**src/rtl/lcd_seq_pkg.sv**
```systemverilog
package lcd_seq_pkg;
    localparam int unsigned DW      = 32;
    localparam int unsigned AW      = 3;
    localparam int unsigned DIVW    = 8;
    localparam int unsigned PW      = 8;
    localparam int unsigned HCW     = 11;
    localparam int unsigned GW      = 4;
    localparam int unsigned NSTG    = 4;
    localparam int unsigned HI_POS  = 16;
    localparam int unsigned G_POS   = 8;

    localparam logic [AW-1:0] A_CLK    = 3'd0;
    localparam logic [AW-1:0] A_SYNCW  = 3'd1;
    localparam logic [AW-1:0] A_HPORCH = 3'd2;
    localparam logic [AW-1:0] A_VPORCH = 3'd3;
    localparam logic [AW-1:0] A_SIZE   = 3'd4;
    localparam logic [AW-1:0] A_MODE   = 3'd5;

    localparam int unsigned S_CLK  = 0;
    localparam int unsigned S_SYNC = 1;
    localparam int unsigned S_DISP = 2;
    localparam int unsigned S_PWM  = 3;

    typedef struct packed {
        logic [DIVW-1:0] div_m2;
        logic            bypass;
        logic [PW-1:0]   hsw_m1;
        logic [PW-1:0]   vsw_m1;
        logic [PW-1:0]   hbp_m1;
        logic [PW-1:0]   hfp_m1;
        logic [PW-1:0]   vbp;
        logic [PW-1:0]   vfp_m1;
        logic [HCW-1:0]  ppl_m1;
        logic [HCW-1:0]  rpf_m1;
        logic            hpol;
        logic            vpol;
        logic [GW-1:0]   guard;
    } tcfg_t;

    typedef enum logic [2:0] {
        LV_OFF, LV_CLK, LV_SYNC, LV_GUARD, LV_DISP, LV_DISP_STOP, LV_SYNC_STOP
    } lv_state_e;

    function automatic tcfg_t cfg_reset();
        tcfg_t c;
        c = '0;
        c.ppl_m1 = HCW'(3);
        c.rpf_m1 = HCW'(1);
        c.guard  = GW'(1);
        return c;
    endfunction
endpackage

```
**src/rtl/lcd_cfg_regs.sv**
```systemverilog
module lcd_cfg_regs
    import lcd_seq_pkg::*;
(
    input  logic          clk,
    input  logic          rst_n,
    input  logic          we,
    input  logic [AW-1:0] addr,
    input  logic [DW-1:0] wdata,
    input  logic          load,
    output tcfg_t         act
);
    tcfg_t shadow;

    always_ff @(posedge clk or negedge rst_n) begin
        if (!rst_n) begin
            shadow <= cfg_reset();
        end else if (we) begin
            unique case (addr)
                A_CLK: begin
                    shadow.div_m2 <= wdata[DIVW-1:0];
                    shadow.bypass <= wdata[HI_POS];
                end
                A_SYNCW: begin
                    shadow.hsw_m1 <= wdata[PW-1:0];
                    shadow.vsw_m1 <= wdata[HI_POS +: PW];
                end
                A_HPORCH: begin
                    shadow.hbp_m1 <= wdata[PW-1:0];
                    shadow.hfp_m1 <= wdata[HI_POS +: PW];
                end
                A_VPORCH: begin
                    shadow.vbp    <= wdata[PW-1:0];
                    shadow.vfp_m1 <= wdata[HI_POS +: PW];
                end
                A_SIZE: begin
                    shadow.ppl_m1 <= wdata[HCW-1:0];
                    shadow.rpf_m1 <= wdata[HI_POS +: HCW];
                end
                A_MODE: begin
                    shadow.hpol  <= wdata[0];
                    shadow.vpol  <= wdata[1];
                    shadow.guard <= wdata[G_POS +: GW];
                end
                default: ;
            endcase
        end
    end

    always_ff @(posedge clk or negedge rst_n) begin
        if (!rst_n) begin
            act <= cfg_reset();
        end else if (load) begin
            act <= shadow;
        end
    end
endmodule

```
**src/rtl/lcd_pix_div.sv**
```systemverilog
module lcd_pix_div #(
    parameter int unsigned DIVW = 8
) (
    input  logic            clk,
    input  logic            rst_n,
    input  logic            run,
    input  logic            bypass,
    input  logic [DIVW-1:0] div_m2,
    output logic            ce
);
    localparam int unsigned CW = DIVW + 1;

    logic [CW-1:0] cnt;
    logic [CW-1:0] ratio_m1;

    always_comb begin
        ratio_m1 = CW'(div_m2) + CW'(1);
        ce       = run && (bypass || (cnt >= ratio_m1));
    end

    always_ff @(posedge clk or negedge rst_n) begin
        if (!rst_n) begin
            cnt <= '0;
        end else if (!run || bypass || ce) begin
            cnt <= '0;
        end else begin
            cnt <= cnt + CW'(1);
        end
    end

    // without bypass a pulse is never followed by another one
    a_r5_ce_gap: assert property (@(posedge clk) disable iff (!rst_n)
        (ce && !bypass) |=> (!ce || bypass));
endmodule

```
**src/rtl/lcd_stage_seq.sv**
```systemverilog
module lcd_stage_seq
    import lcd_seq_pkg::*;
(
    input  logic            clk,
    input  logic            rst_n,
    input  logic [NSTG-1:0] en_cmd,
    input  logic [NSTG-1:0] dis_cmd,
    input  logic            frame_end,
    input  logic [GW-1:0]   guard,
    output logic [NSTG-1:0] status,
    output logic            cmd_err,
    output logic            sync_run,
    output logic            disp_on
);
    lv_state_e       state, state_n;
    logic            pwm_q;
    logic [GW-1:0]   gcnt;
    logic            sts_clk, sts_sync, sts_disp;
    logic [NSTG-1:0] en_ok, dis_ok, take_en, take_dis;
    logic            multi, bad;

    always_comb begin
        sts_clk  = (state != LV_OFF);
        sts_sync = (state == LV_SYNC) || (state == LV_GUARD) || (state == LV_DISP) ||
                   (state == LV_DISP_STOP) || (state == LV_SYNC_STOP);
        sts_disp = (state == LV_DISP) || (state == LV_DISP_STOP);
        en_ok[S_CLK]   = 1'b1;
        en_ok[S_SYNC]  = sts_clk;
        en_ok[S_DISP]  = sts_sync;
        en_ok[S_PWM]   = sts_disp;
        dis_ok[S_DISP] = 1'b1;
        dis_ok[S_SYNC] = !sts_disp;
        dis_ok[S_CLK]  = !sts_sync;
        dis_ok[S_PWM]  = !sts_clk;
        multi    = ($countones({en_cmd, dis_cmd}) > 1);
        bad      = multi || (|(en_cmd & ~en_ok)) || (|(dis_cmd & ~dis_ok));
        take_en  = bad ? '0 : en_cmd;
        take_dis = bad ? '0 : dis_cmd;
    end

    always_comb begin
        state_n = state;
        unique case (state)
            LV_OFF:       if (take_en[S_CLK]) state_n = LV_CLK;
            LV_CLK: begin
                if (take_en[S_SYNC])      state_n = LV_SYNC;
                else if (take_dis[S_CLK]) state_n = LV_OFF;
            end
            LV_SYNC: begin
                if (take_en[S_DISP])       state_n = LV_GUARD;
                else if (take_dis[S_SYNC]) state_n = LV_SYNC_STOP;
            end
            LV_GUARD: begin
                if (take_dis[S_DISP])      state_n = LV_SYNC;
                else if (take_dis[S_SYNC]) state_n = LV_SYNC_STOP;
                else if (gcnt == '0)       state_n = LV_DISP;
            end
            LV_DISP:      if (take_dis[S_DISP]) state_n = LV_DISP_STOP;
            LV_DISP_STOP: if (frame_end) state_n = LV_SYNC;
            LV_SYNC_STOP: if (frame_end) state_n = LV_CLK;
            default:      state_n = LV_OFF;
        endcase
    end

    always_ff @(posedge clk or negedge rst_n) begin
        if (!rst_n) begin
            state   <= LV_OFF;
            pwm_q   <= 1'b0;
            gcnt    <= '0;
            cmd_err <= 1'b0;
        end else begin
            state   <= state_n;
            cmd_err <= bad;
            if (take_en[S_PWM])       pwm_q <= 1'b1;
            else if (take_dis[S_PWM]) pwm_q <= 1'b0;
            if (state == LV_SYNC && state_n == LV_GUARD)
                gcnt <= guard;
            else if (state == LV_GUARD && frame_end && gcnt != '0)
                gcnt <= gcnt - GW'(1);
        end
    end

    always_comb begin
        status[S_CLK]  = sts_clk;
        status[S_SYNC] = sts_sync;
        status[S_DISP] = sts_disp;
        status[S_PWM]  = pwm_q;
        sync_run       = sts_sync;
        disp_on        = sts_disp;
    end

    a_r2_sync_after_clk: assert property (@(posedge clk) disable iff (!rst_n)
        $rose(status[S_SYNC]) |-> $past(status[S_CLK]));
    a_r2_disp_after_sync: assert property (@(posedge clk) disable iff (!rst_n)
        $rose(status[S_DISP]) |-> $past(status[S_SYNC]));
    a_r2_pwm_after_disp: assert property (@(posedge clk) disable iff (!rst_n)
        $rose(status[S_PWM]) |-> $past(status[S_DISP]));
    a_r3_clk_off_after_sync: assert property (@(posedge clk) disable iff (!rst_n)
        $fell(status[S_CLK]) |-> !$past(status[S_SYNC]));
    a_r3_pwm_off_after_clk: assert property (@(posedge clk) disable iff (!rst_n)
        $fell(status[S_PWM]) |-> !$past(status[S_CLK]));
    a_r10_disp_stops_at_wrap: assert property (@(posedge clk) disable iff (!rst_n)
        $fell(status[S_DISP]) |-> $past(frame_end));
    a_r4_multi_rejected: assert property (@(posedge clk) disable iff (!rst_n)
        ($countones({en_cmd, dis_cmd}) > 1) |=> (cmd_err && $stable(status[S_PWM])));
endmodule

```
**src/rtl/lcd_raster.sv**
```systemverilog
module lcd_raster
    import lcd_seq_pkg::*;
(
    input  logic  clk,
    input  logic  rst_n,
    input  logic  run,
    input  logic  ce,
    input  logic  disp_on,
    input  tcfg_t cfg,
    output logic  hsync,
    output logic  vsync,
    output logic  de,
    output logic  frame_end
);
    localparam int unsigned TW = HCW + 2;

    logic [TW-1:0] h, v;
    logic [TW-1:0] h_act_s, h_act_e, h_tot_m1, hsw;
    logic [TW-1:0] v_act_s, v_act_e, v_tot_m1, vsw;
    logic          h_last, v_last, hs_act, vs_act, h_in, v_in;

    always_comb begin
        hsw      = TW'(cfg.hsw_m1) + TW'(1);
        h_act_s  = hsw + TW'(cfg.hbp_m1) + TW'(1);
        h_act_e  = h_act_s + TW'(cfg.ppl_m1) + TW'(1);
        h_tot_m1 = h_act_e + TW'(cfg.hfp_m1);
        vsw      = TW'(cfg.vsw_m1) + TW'(1);
        v_act_s  = vsw + TW'(cfg.vbp);
        v_act_e  = v_act_s + TW'(cfg.rpf_m1) + TW'(1);
        v_tot_m1 = v_act_e + TW'(cfg.vfp_m1);
        h_last    = (h >= h_tot_m1);
        v_last    = (v >= v_tot_m1);
        frame_end = run && ce && h_last && v_last;
        hs_act    = run && (h < hsw);
        vs_act    = run && (v < vsw);
        h_in      = (h >= h_act_s) && (h < h_act_e);
        v_in      = (v >= v_act_s) && (v < v_act_e);
        hsync     = hs_act ^ cfg.hpol;
        vsync     = vs_act ^ cfg.vpol;
        de        = run && disp_on && h_in && v_in;
    end

    always_ff @(posedge clk or negedge rst_n) begin
        if (!rst_n) begin
            h <= '0;
            v <= '0;
        end else if (!run) begin
            h <= '0;
            v <= '0;
        end else if (ce) begin
            if (h_last) begin
                h <= '0;
                v <= v_last ? '0 : v + TW'(1);
            end else begin
                h <= h + TW'(1);
            end
        end
    end

    // the data window never overlaps a sync pulse
    a_r8_de_clear_of_sync: assert property (@(posedge clk) disable iff (!rst_n)
        de |-> (!hs_act && !vs_act));
endmodule

```
**src/rtl/lcd_timing_seq.sv**
```systemverilog
module lcd_timing_seq
    import lcd_seq_pkg::*;
(
    input  logic        clk,
    input  logic        rst_n,
    input  logic        cfg_we,
    input  logic [2:0]  cfg_addr,
    input  logic [31:0] cfg_wdata,
    input  logic [3:0]  stage_en,
    input  logic [3:0]  stage_dis,
    output logic [3:0]  stage_sts,
    output logic        cmd_err,
    output logic        pix_ce,
    output logic        hsync,
    output logic        vsync,
    output logic        de,
    output logic        disp_on,
    output logic        pwm_en
);
    tcfg_t act_cfg;
    logic  sync_run, frame_end, load;

    assign load   = !sync_run || frame_end;
    assign pwm_en = stage_sts[S_PWM];

    lcd_cfg_regs i_regs (
        .clk(clk), .rst_n(rst_n), .we(cfg_we), .addr(cfg_addr),
        .wdata(cfg_wdata), .load(load), .act(act_cfg)
    );

    lcd_pix_div #(.DIVW(DIVW)) i_div (
        .clk(clk), .rst_n(rst_n), .run(stage_sts[S_CLK]),
        .bypass(act_cfg.bypass), .div_m2(act_cfg.div_m2), .ce(pix_ce)
    );

    lcd_stage_seq i_seq (
        .clk(clk), .rst_n(rst_n), .en_cmd(stage_en), .dis_cmd(stage_dis),
        .frame_end(frame_end), .guard(act_cfg.guard), .status(stage_sts),
        .cmd_err(cmd_err), .sync_run(sync_run), .disp_on(disp_on)
    );

    lcd_raster i_ras (
        .clk(clk), .rst_n(rst_n), .run(sync_run), .ce(pix_ce),
        .disp_on(disp_on), .cfg(act_cfg), .hsync(hsync), .vsync(vsync),
        .de(de), .frame_end(frame_end)
    );

    a_r5_no_ce_when_off: assert property (@(posedge clk) disable iff (!rst_n)
        !stage_sts[S_CLK] |-> !pix_ce);
    a_r8_de_needs_disp: assert property (@(posedge clk) disable iff (!rst_n)
        de |-> disp_on);
    a_r11_cfg_steady_in_frame: assert property (@(posedge clk) disable iff (!rst_n)
        (sync_run && $past(sync_run) && !$past(frame_end)) |-> $stable(act_cfg));
endmodule

```
**config.mk**
```make
export PLATFORM = sky130hd
export DESIGN_NAME = lcd_timing_seq
export DESIGN_NICKNAME = d
export VERILOG_FILES = /design/src/rtl/lcd_seq_pkg.sv /design/src/rtl/lcd_cfg_regs.sv /design/src/rtl/lcd_pix_div.sv /design/src/rtl/lcd_stage_seq.sv /design/src/rtl/lcd_raster.sv /design/src/rtl/lcd_timing_seq.sv
export SDC_FILE = /design/constraint.sdc
export NUM_CORES = 1
export LEC_CHECK = 0
export ABC_CLOCK_PERIOD_IN_PS = 6700
export BUFFER_PORTS_ARGS = -buffer_cell sky130_fd_sc_hd__buf_2
export CORE_UTILIZATION = 41
export DETAILED_ROUTE_END_ITERATION = 12
export GPL_ROUTABILITY_DRIVEN = 0
export MAX_ROUTING_LAYER = met4
export REMOVE_ABC_BUFFERS = 1
export SLEW_MARGIN = 0
export SYNTH_ARGS = -nofsm -noshare
export SYNTH_HDL_FRONTEND = slang
export SYNTH_SLANG_ARGS = --single-unit
```
**constraint.sdc**
```tcl
create_clock -name clk -period 6.7 [get_ports clk]
set_input_delay 0.67 -clock clk [delete_from_list [all_inputs] [get_ports clk]]
set_output_delay 0.67 -clock clk [all_outputs]
set_load 0.05 [all_outputs]
```
# == Word level (Yosys, flattened, before mapping) ==
# Index checks and enable logic that the tools add are counted.
# word_totals
regBits,214
in_bits,46
# classes
n_addsub,23
order_cmp,10
eq_ne,14
n_mux,26
n_bitwise,6
reduce_logical,44
# op_table
op,count
adder 32 bit,3
2-to-1 mux 13 bit,7
"adder 13 x 1 -> 13 bit, second input constant",5
adder 13 x 8 -> 13 bit,4
>= comparator 13 bit,4
less-than comparator 13 bit,4
2-to-1 mux 3 bit,11
"> comparator 32 x 2 -> 1 bit, second input constant",1
"adder 8 x 1 -> 9 bit, second input constant",3
adder 13 x 11 -> 13 bit,2
one-hot mux 3 bit (7 select lines),1
2-to-1 mux 4 bit,4
"== test 3 x 2 -> 1 bit, second input constant",5
"== test 3 bit, second input constant",5
logical AND 1 bit,14
AND reduction 2 bit,7
logical OR 1 bit,11
"adder 9 x 1 -> 9 bit, second input constant",1
>= comparator 9 bit,1
2-to-1 mux 9 bit,1
adder 1 x 1 -> 2 bit,4
bitwise AND 4 bit,2
inverter 4 bit,2
OR reduction 4 bit,2
other kinds (11),19

# == Logic depth before layout (Yosys ltp) ==
# Gate-level depths: netlist (run 1).
# depth
ltp_word,17
mapped_depth,30

# == Cells and area by module ==
# From an unflattened synthesis (run 1), not the netlist that was laid out.
# hier_totals
cells_unflattened,1314
area_unflattened_um2,14197.4
# modules_own_cells
mod,n_inst,cells_each,area_each_um2,seq_area_each_um2
lcd_cfg_regs,1,363,6456.2,4264.1
lcd_raster,1,756,5962.0,650.6
lcd_stage_seq,1,112,967.2,225.2
lcd_pix_div,1,81,798.3,225.2
lcd_timing_seq,1,2,13.8,0.0

# == Worst setup path before layout (run 1) ==
# Ideal clock, no wire load.
# synth_path
path_kind,reg-to-reg
from,reg i_regs.act[68] (netlist name)
to,reg i_regs.act[16] (netlist name)
arrival_ns,5.843
required_time_ns,6.572
slack_ns,0.730
path_stages_with_launch,27
synth_period_minus_slack_ns,5.970
path_cell_list,dfrtp_1 > ha_1 > fa_1 > a21o_1 > a21oi_1 > o21bai_1 > a21oi_1 > xnor2_1 > ha_1 > a21o_1 > or3_1 > o21ai_0 > xnor2_1 > ha_1 > o21ai_0 > a21oi_1 > o21ai_0 > o31a_1 > ha_1 > o21ai_0 > o2bb2ai_1 > o41a_1 > o21ai_2 > o21ai_1 > buf_4 > buf_4 > mux2_1
# synth_via
elab_chain_cells,10
# synth_lines
element,line_no,source
start: declaration,lcd_cfg_regs.sv:10,output tcfg_t act
start signal: assignment,lcd_cfg_regs.sv:51,act <= cfg_reset();
start signal: assignment,lcd_cfg_regs.sv:53,act <= shadow;
adder 8 x 1 -> 9 bit,lcd_raster.sv:23,hsw = TW'(cfg.hsw_m1) + TW'(1);
adder 13 x 8 -> 13 bit,lcd_raster.sv:24,h_act_s = hsw + TW'(cfg.hbp_m1) + TW'(1);
adder 13 x 1 -> 13 bit,lcd_raster.sv:24,
adder 13 x 11 -> 13 bit,lcd_raster.sv:25,h_act_e = h_act_s + TW'(cfg.ppl_m1) + TW'(1);
adder 13 x 1 -> 13 bit,lcd_raster.sv:25,
adder 13 x 8 -> 13 bit,lcd_raster.sv:26,h_tot_m1 = h_act_e + TW'(cfg.hfp_m1);
>= comparator 13 bit,lcd_raster.sv:31,h_last = (h >= h_tot_m1);
logical AND 1 bit (2 in series),lcd_raster.sv:33,frame_end = run && ce && h_last && v_last;
logical OR 1 bit,lcd_timing_seq.sv:23,assign load = !sync_run || frame_end;
# Every way passes these cells.
# A chain may end at the register's enable or synchronous reset.

# == Worst setup path in the final report (run 1) ==
# layout_path
from,reg i_regs.act[60] (netlist name)
to,reg i_regs.act[71] (netlist name)
# layout_via
elab_chain_cells,8
# layout_lines
element,line_no,source
adder 8 x 1 -> 9 bit,lcd_raster.sv:27,vsw = TW'(cfg.vsw_m1) + TW'(1);
adder 13 x 8 -> 13 bit,lcd_raster.sv:28,v_act_s = vsw + TW'(cfg.vbp);
adder 13 x 11 -> 13 bit,lcd_raster.sv:29,v_act_e = v_act_s + TW'(cfg.rpf_m1) + TW'(1);
adder 13 x 1 -> 13 bit,lcd_raster.sv:29,
adder 13 x 8 -> 13 bit,lcd_raster.sv:30,v_tot_m1 = v_act_e + TW'(cfg.vfp_m1);
>= comparator 13 bit,lcd_raster.sv:32,v_last = (v >= v_tot_m1);
logical AND 1 bit,lcd_raster.sv:33,
logical OR 1 bit,lcd_timing_seq.sv:23,
# Every way passes these cells.

==> results of run 1 <==
[per-layer routing]
layer	part of all wire [%]	vias to the layer above	global-route usage, %
li1	-	4757	-
met3	3.3	53	2.54
met1	50	4625	26.2
met5	0	-	-
met2	44	140	28.8
met4	2.8	0	5.29
[final timing paths]
kind,to,depth (start not counted)
worst max-delay path,i_regs.act[71]$_DFFE_PN0P_,27
worst min-delay path,i_regs.shadow[8]$_DFFE_PN0P_,1
worst max register to register,i_regs.act[71]$_DFFE_PN0P_,27
worst min register to register,i_regs.act[35]$_DFFE_PN0P_,1
max in group asynchronous,i_regs.act[21]$_DFFE_PN0P_,2
min in group clk,i_regs.shadow[3]$_DFFE_PN0P_,2
[critical path, cell delays in order (launching register included)]
cell       delay (ps)
dfrtp_2           460
ha_4              200
xor2_1            150
ha_1              340
a21oi_1           190
o21bai_1          120
a21o_1            190
a21o_1            190
xor2_2            170
ha_1              320
or2_2             290
o31a_1            130
and2_4            170
nor2_1             80
nor2_1             60
ha_1              330
o21ai_0           100
a21oi_1           200
o21bai_2          120
o31a_1            280
ha_4              220
a2111o_1          420
a2111oi_4         400
a211oi_4          160
o21ai_4           320
buf_12            210
clkbuf_16         170
mux2_1            320
[metrics by stage]
stage                     hold WS, ps  setup slack (ps)  cells
after floorplan                   374             -2770   1244
after global placement            461               180   1758
after detailed placement          469              47.6   1758
after CTS                         138              58.0   1804
after global routing              171             -62.7   1820
final                             135               254   1820
[cell type report]
type | count | area, um^2
inverter | 90 | 338
antenna | 1 | 2.50
tap | 442 | 553
multi-input combinational | 940 | 7990
timing repair buffer | 87 | 694
sequential | 214 | 5370
clock inverter | 7 | 150
fill | 3036 | 16900
clock buffer | 39 | 748
[cells in the final DEF (no fill, tap or decap), types with 24 or more instances in the layout]
master / n
clkbuf_16: 30
xnor2_1: 38
dfrtp_1: 205
o21ai_0: 51
mux2_1: 50
buf_4: 28
nand2_1: 53
xor2_1: 35
nor2_1: 57
inv_1: 89
ha_1: 158
nand2b_1: 24
nand3_1: 33
buf_2: 46
a21o_1: 25
a21oi_1: 60
mux2_2: 120
[sequential cells by signal, indices dropped and copies added (netlist names)]
register	cells
i_seq.cmd_err	1
i_seq.state	3
i_seq.gcnt	4
i_div.cnt	9
i_seq.pwm_q	1
i_ras.h	13
i_regs.act	85
i_regs.shadow	85
i_ras.v	13
[logic make-up (layout without fill, tap and decap cells)]
family                     Yosys count  after routing  share of synthesized area, %
and+or+nand+nor                    272            272                          10.4
AOI/OAI and AO/OA                  243            243                          11.4
DFF                                214            214                          39.1
muxes                              176            176                          14.4
adders and majority gates          171            171                          16.1
buffers and inverters              122            223                          3.72
xor gates and xnor gates            76             76                          4.85
other                                1              3                        0.0273
[repair_timing]
item                       4_1_cts  5_1_grt
setup endpoints to repair       43      104
gates cloned                     0        5
hold buffers                     0        0
pin swaps                        0       17
resized for setup                2       21
setup buffers                    0       10
hold endpoints to repair         0        0
[report_power, final]
part / leakage [nW] / total, mW / internal [mW] / switching (mW)
clock: 0.441 / 1.48 / 0.922 / 0.554
combinational: 4.48 / 4.18 / 1.84 / 2.34
sequential: 2.74 / 1.97 / 1.65 / 0.319
==> flow_metrics.py, run 1 <==
metrics = {
    "final_layout": {
        "fin_nets": 1574,
        "drive_above_1_share_pct": 21.2,
        "area.growth.synth_to_final_pct": 15.4,
        "design_area_mm2": 0.0158,
        "final_util_pct": 48.5,
    },
    "timing": {
        "finalSetupViolCount": 0,
        "max_freq_mhz": 155,
        "finalCritPeriodShare_pct": 96.2,
        "hold_violations": 0,
        "fin_crit_ps": 6450,
        "finalMaxSlewViolations": 0,
        "rsz0062_at_grt": "yes",
        "worst_slew_pin_slew_ps": 1050,
        "setup_tns_ps": 0,
        "clock_skew_ps": 14.0,
        "relSlewSlack_pct": 30.0,
    },
    "critical_path": {
        "arrival_ps": 6870,
        "worstPathRequired_ps": 7120,
        "cp_max_fo": 8,
        "regToRegSetupSlack_ps": 250,
        "r2r-start": "i_regs.act[60]$_DFFE_PN0P_",
        "crit_start": "i_regs.act[60]$_DFFE_PN0P_",
        "path_class": "reg2reg",
        "crit_path_start_kind": "register",
        "crit_path_end_kind": "register",
    },
    "drt": {
        "wirelength_um": 31300,
        "drt_iter0_drc": 454,
        "routed_via_density": 5.26,
        "drt_drc_violations_left": 0,
        "drt_pass1_iterations": 6,
        "ant_nets": 0,
        "detail_route.wl_per_cell_um": 17.2,
        "vias": 9575,
    },
    "worst_hold_path": {
        "hp-class": "in2async",
    },
    "synth": {
        "netlist_area_mm2": 0.0137,
        "syn_inst": 1275,
        "synth_top_area_share_pct": 37.6,
        "async_flop_share_pct": 100,
        "synth-main-ff-cell": "dfrtp_1",
        "yosysWarningCount": 0,
        "synth.most_common_cell": "dfrtp_1",
        "synth_seq_cells": 214,
        "avgSynthCellArea_um2": 10.8,
        "synth_edf_count": 0,
        "synth_common_cells": "206 x dfrtp_1, 160 x ha_1, 120 x mux2_2, 89 x inv_1, 65 x a21oi_1",
        "synth.distinct_cells": 73,
        "ys_seq_area_share_pct": 39.1,
        "synth_top_area_cell": "dfrtp_1",
        "synth.area.top_cells": "dfrtp_1 38%, ha_1 15%, mux2_2 9.8%",
    },
    "clocking": {
        "cts.path.max_buffers": 3,
        "cts.htree.levels": 1,
        "cts_tree": "built",
        "clk_pin_slew_worst_paths_ps": 60,
        "cts_buffers": 25,
        "clock-sinks": 214,
        "root_buffer": "clkbuf_16",
        "insertion_delay_ps": 550,
    },
    "outcome": {
        "status": "finished, final reports clean",
    },
    "pwr": {
        "leakage_nw": 7.66,
        "ir_drop_mv": 0.239,
        "p_per_area_mw_per_mm2": 481,
        "finalPower_mw": 7.62,
    },
    "die": {
        "ios": 57,
        "die-area_mm2": 0.0342,
        "die-height_um": 185,
        "initial_core_util_pct": 42.0,
        "die_x_um": 185,
        "coreArea_mm2": 0.0327,
        "row_count": 66,
    },
    "place": {
        "portBuffers": 47,
        "dpl.hpwl_um": 22600,
        "place_area_mm2": 0.0146,
    },
    "global_routing": {
        "grt_max_degree": 86,
        "track_usage_pct": 18.9,
        "grt_overflow": 0,
        "first_global_vias": 9382,
        "grt_pass1_wl_um": 49800,
        "antenna_found_initial": 1,
    },
    "job": {
        "cap_violations": 0,
    },
}
Power figures use the tool's default switching activity.
==> inputs of run 2 (changes only) <==
- CTS_BUF_LIST: default -> sky130_fd_sc_hd__clkbuf_4 sky130_fd_sc_hd__clkbuf_8
==> flow_metrics.py, run 2 (synthesis results as in run 1) <==
metrics = {
    "outcome": {
        "status": "finished, final reports clean",
    },
    "timing": {
        "worst_slew_pin_slew_ps": 1040,
        "relSlewSlack_pct": 30.9,
        "setup_tns_ps": 0,
        "fin_crit_ps": 6470,
        "finalMaxSlewViolations": 0,
        "finalCritPeriodShare_pct": 96.5,
        "clock_skew_ps": 38.2,
        "fin_hold_ws_ps": 127,
        "max_freq_mhz": 155,
        "finalSetupViolCount": 0,
        "hold_violations": 0,
    },
    "critical_path": {
        "arrival_ps": 6900,
        "slowest_stage": "dfrtp_2",
        "worstPathRequired_ps": 7130,
        "crit_start": "i_regs.act[60]$_DFFE_PN0P_",
        "max_stage_delay_ps": 430,
        "crit_path_end_kind": "register",
        "r2r-start": "i_regs.act[60]$_DFFE_PN0P_",
        "path_class": "reg2reg",
        "cp_max_fo": 8,
        "crit_path_start_kind": "register",
    },
    "final_layout": {
        "area.growth.synth_to_final_pct": 15.1,
        "final_util_pct": 48.3,
        "fin_nets": 1592,
        "final_common_cell": "dfrtp_1",
        "top_regs": "i_regs.act (85), i_regs.shadow (85)",
        "drive_above_1_share_pct": 23.2,
        "final_cell_mix": "205 x dfrtp_1, 158 x ha_1, 120 x mux2_2, 89 x inv_1, 60 x a21oi_1",
    },
    "global_routing": {
        "grt_max_degree": 86,
        "first_global_vias": 9506,
        "antenna_found_initial": 1,
        "grt_overflow": 0,
        "grt_pass1_wl_um": 50100,
        "track_usage_pct": 19.1,
    },
    "worst_hold_path": {
        "hp-class": "in2async",
    },
    "clocking": {
        "ctsHoldBuffers": 0,
        "root_buffer": "clkbuf_8",
        "cts_tree": "built",
        "cts.path.max_buffers": 3,
        "clk_pin_slew_worst_paths_ps": 60,
        "clock-sinks": 214,
        "insertion_delay_ps": 580,
        "cts.htree.levels": 2,
        "cts_buffers": 40,
    },
    "drt": {
        "wirelength_um": 31200,
        "detail_route.wl_per_cell_um": 16.9,
        "vias": 9664,
        "drt_pass1_iterations": 5,
        "routed_via_density": 5.23,
        "drt_drc_violations_left": 0,
        "drt_iter0_drc": 449,
        "ant_nets": 0,
    },
    "die": {
        "initial_core_util_pct": 42.0,
        "die-height_um": 185,
        "coreArea_mm2": 0.0327,
        "die_x_um": 185,
        "row_count": 66,
        "die-area_mm2": 0.0342,
        "ios": 57,
    },
    "pwr": {
        "power_switching_mw": 3.23,
        "p_sw_share_pct": 43.1,
        "pwr-share-comb_pct": 55.8,
        "ir_drop_mv": 0.227,
        "leakage_nw": 7.67,
        "p_int_mw": 4.27,
        "clkPwrFrac_pct": 18.0,
        "seqPwrFrac_pct": 26.2,
        "p_per_area_mw_per_mm2": 475,
    },
    "job": {
        "cap_violations": 0,
    },
    "place": {
        "dpl.hpwl_um": 22600,
        "portBuffers": 47,
    },
}
run 2: final cells by class:
type / count / area, um^2
fillers: 3068 / 16900
multi-input cells: 940 / 7980
flip-flops and latches: 214 / 5370
clock buffers: 61 / 764
repair buffers: 90 / 696
well taps: 442 / 553
inverters: 90 / 338
clock inverters: 9 / 98.8
diodes: 1 / 2.50
run 2: critical path, delay by kind of cell, from the launching register on:
family / cells / cell delay, ps
compound gates: 13 / 2760
fa+ha+maj: 5 / 1330
simple gates: 4 / 600
buf+inv: 6 / 680
mux: 1 / 320
xor+xnor: 1 / 200
flops: 1 / 430
run 2: worst paths after layout:
| kind | end | slack [ps] | cells after the start |
|---|---|---|---|
| min in group clk | i_regs.shadow[16]$_DFFE_PN0P_ | 350 | 2 |
| min reg2reg | i_regs.act[48]$_DFFE_PN0P_ | 470 | 1 |
| max in group asynchronous | i_regs.shadow[59]$_DFFE_PN0P_ | 5090 | 2 |
| min | i_regs.shadow[8]$_DFFE_PN0P_ | 130 | 1 |
| max | i_regs.act[7]$_DFFE_PN0P_ | 230 | 30 |
| max reg2reg | i_regs.act[7]$_DFFE_PN0P_ | 230 | 30 |
run 2: power groups by stage:
stage	clock network [mW]	logic [mW]	registers, mW
3_3_place_gp	0	3.93	1.98
4_1_cts	1.40	4.10	1.97
5_1_grt	1.46	4.80	2.01
6_report	1.35	4.19	1.96
3_5_place_dp	0	4.04	1.99
2_1_floorplan	0	3.09	1.89
run 2: what timing repair did:
item                       CTS  global route
setup endpoints to repair   14           104
pin swaps                    0            17
setup buffers                0            14
gates cloned                 0             4
gates resized for setup      2            21
run 2: through the flow:
stage	setup WS, ps	power (mW)	instances	instance area [um^2]
after floorplan	-2770	4.98	1244	13600
after global placement	180	5.91	1758	14600
after detailed placement	47.6	6.02	1758	14600
after CTS	58.6	7.46	1828	15500
after global routing	-82.4	8.28	1847	15800
final	231	7.50	1847	15800
run 2: routing by layer:
| layer | routed length, um | vias to the layer above | track usage, % |
|---|---|---|---|
| met5 | 0 | - | - |
| met4 | 682 | 0 | 5.45 |
| met3 | 1240 | 55 | 3.46 |
| met2 | 13900 | 141 | 29.1 |
| met1 | 15400 | 4665 | 26.0 |
| li1 | - | 4803 | - |
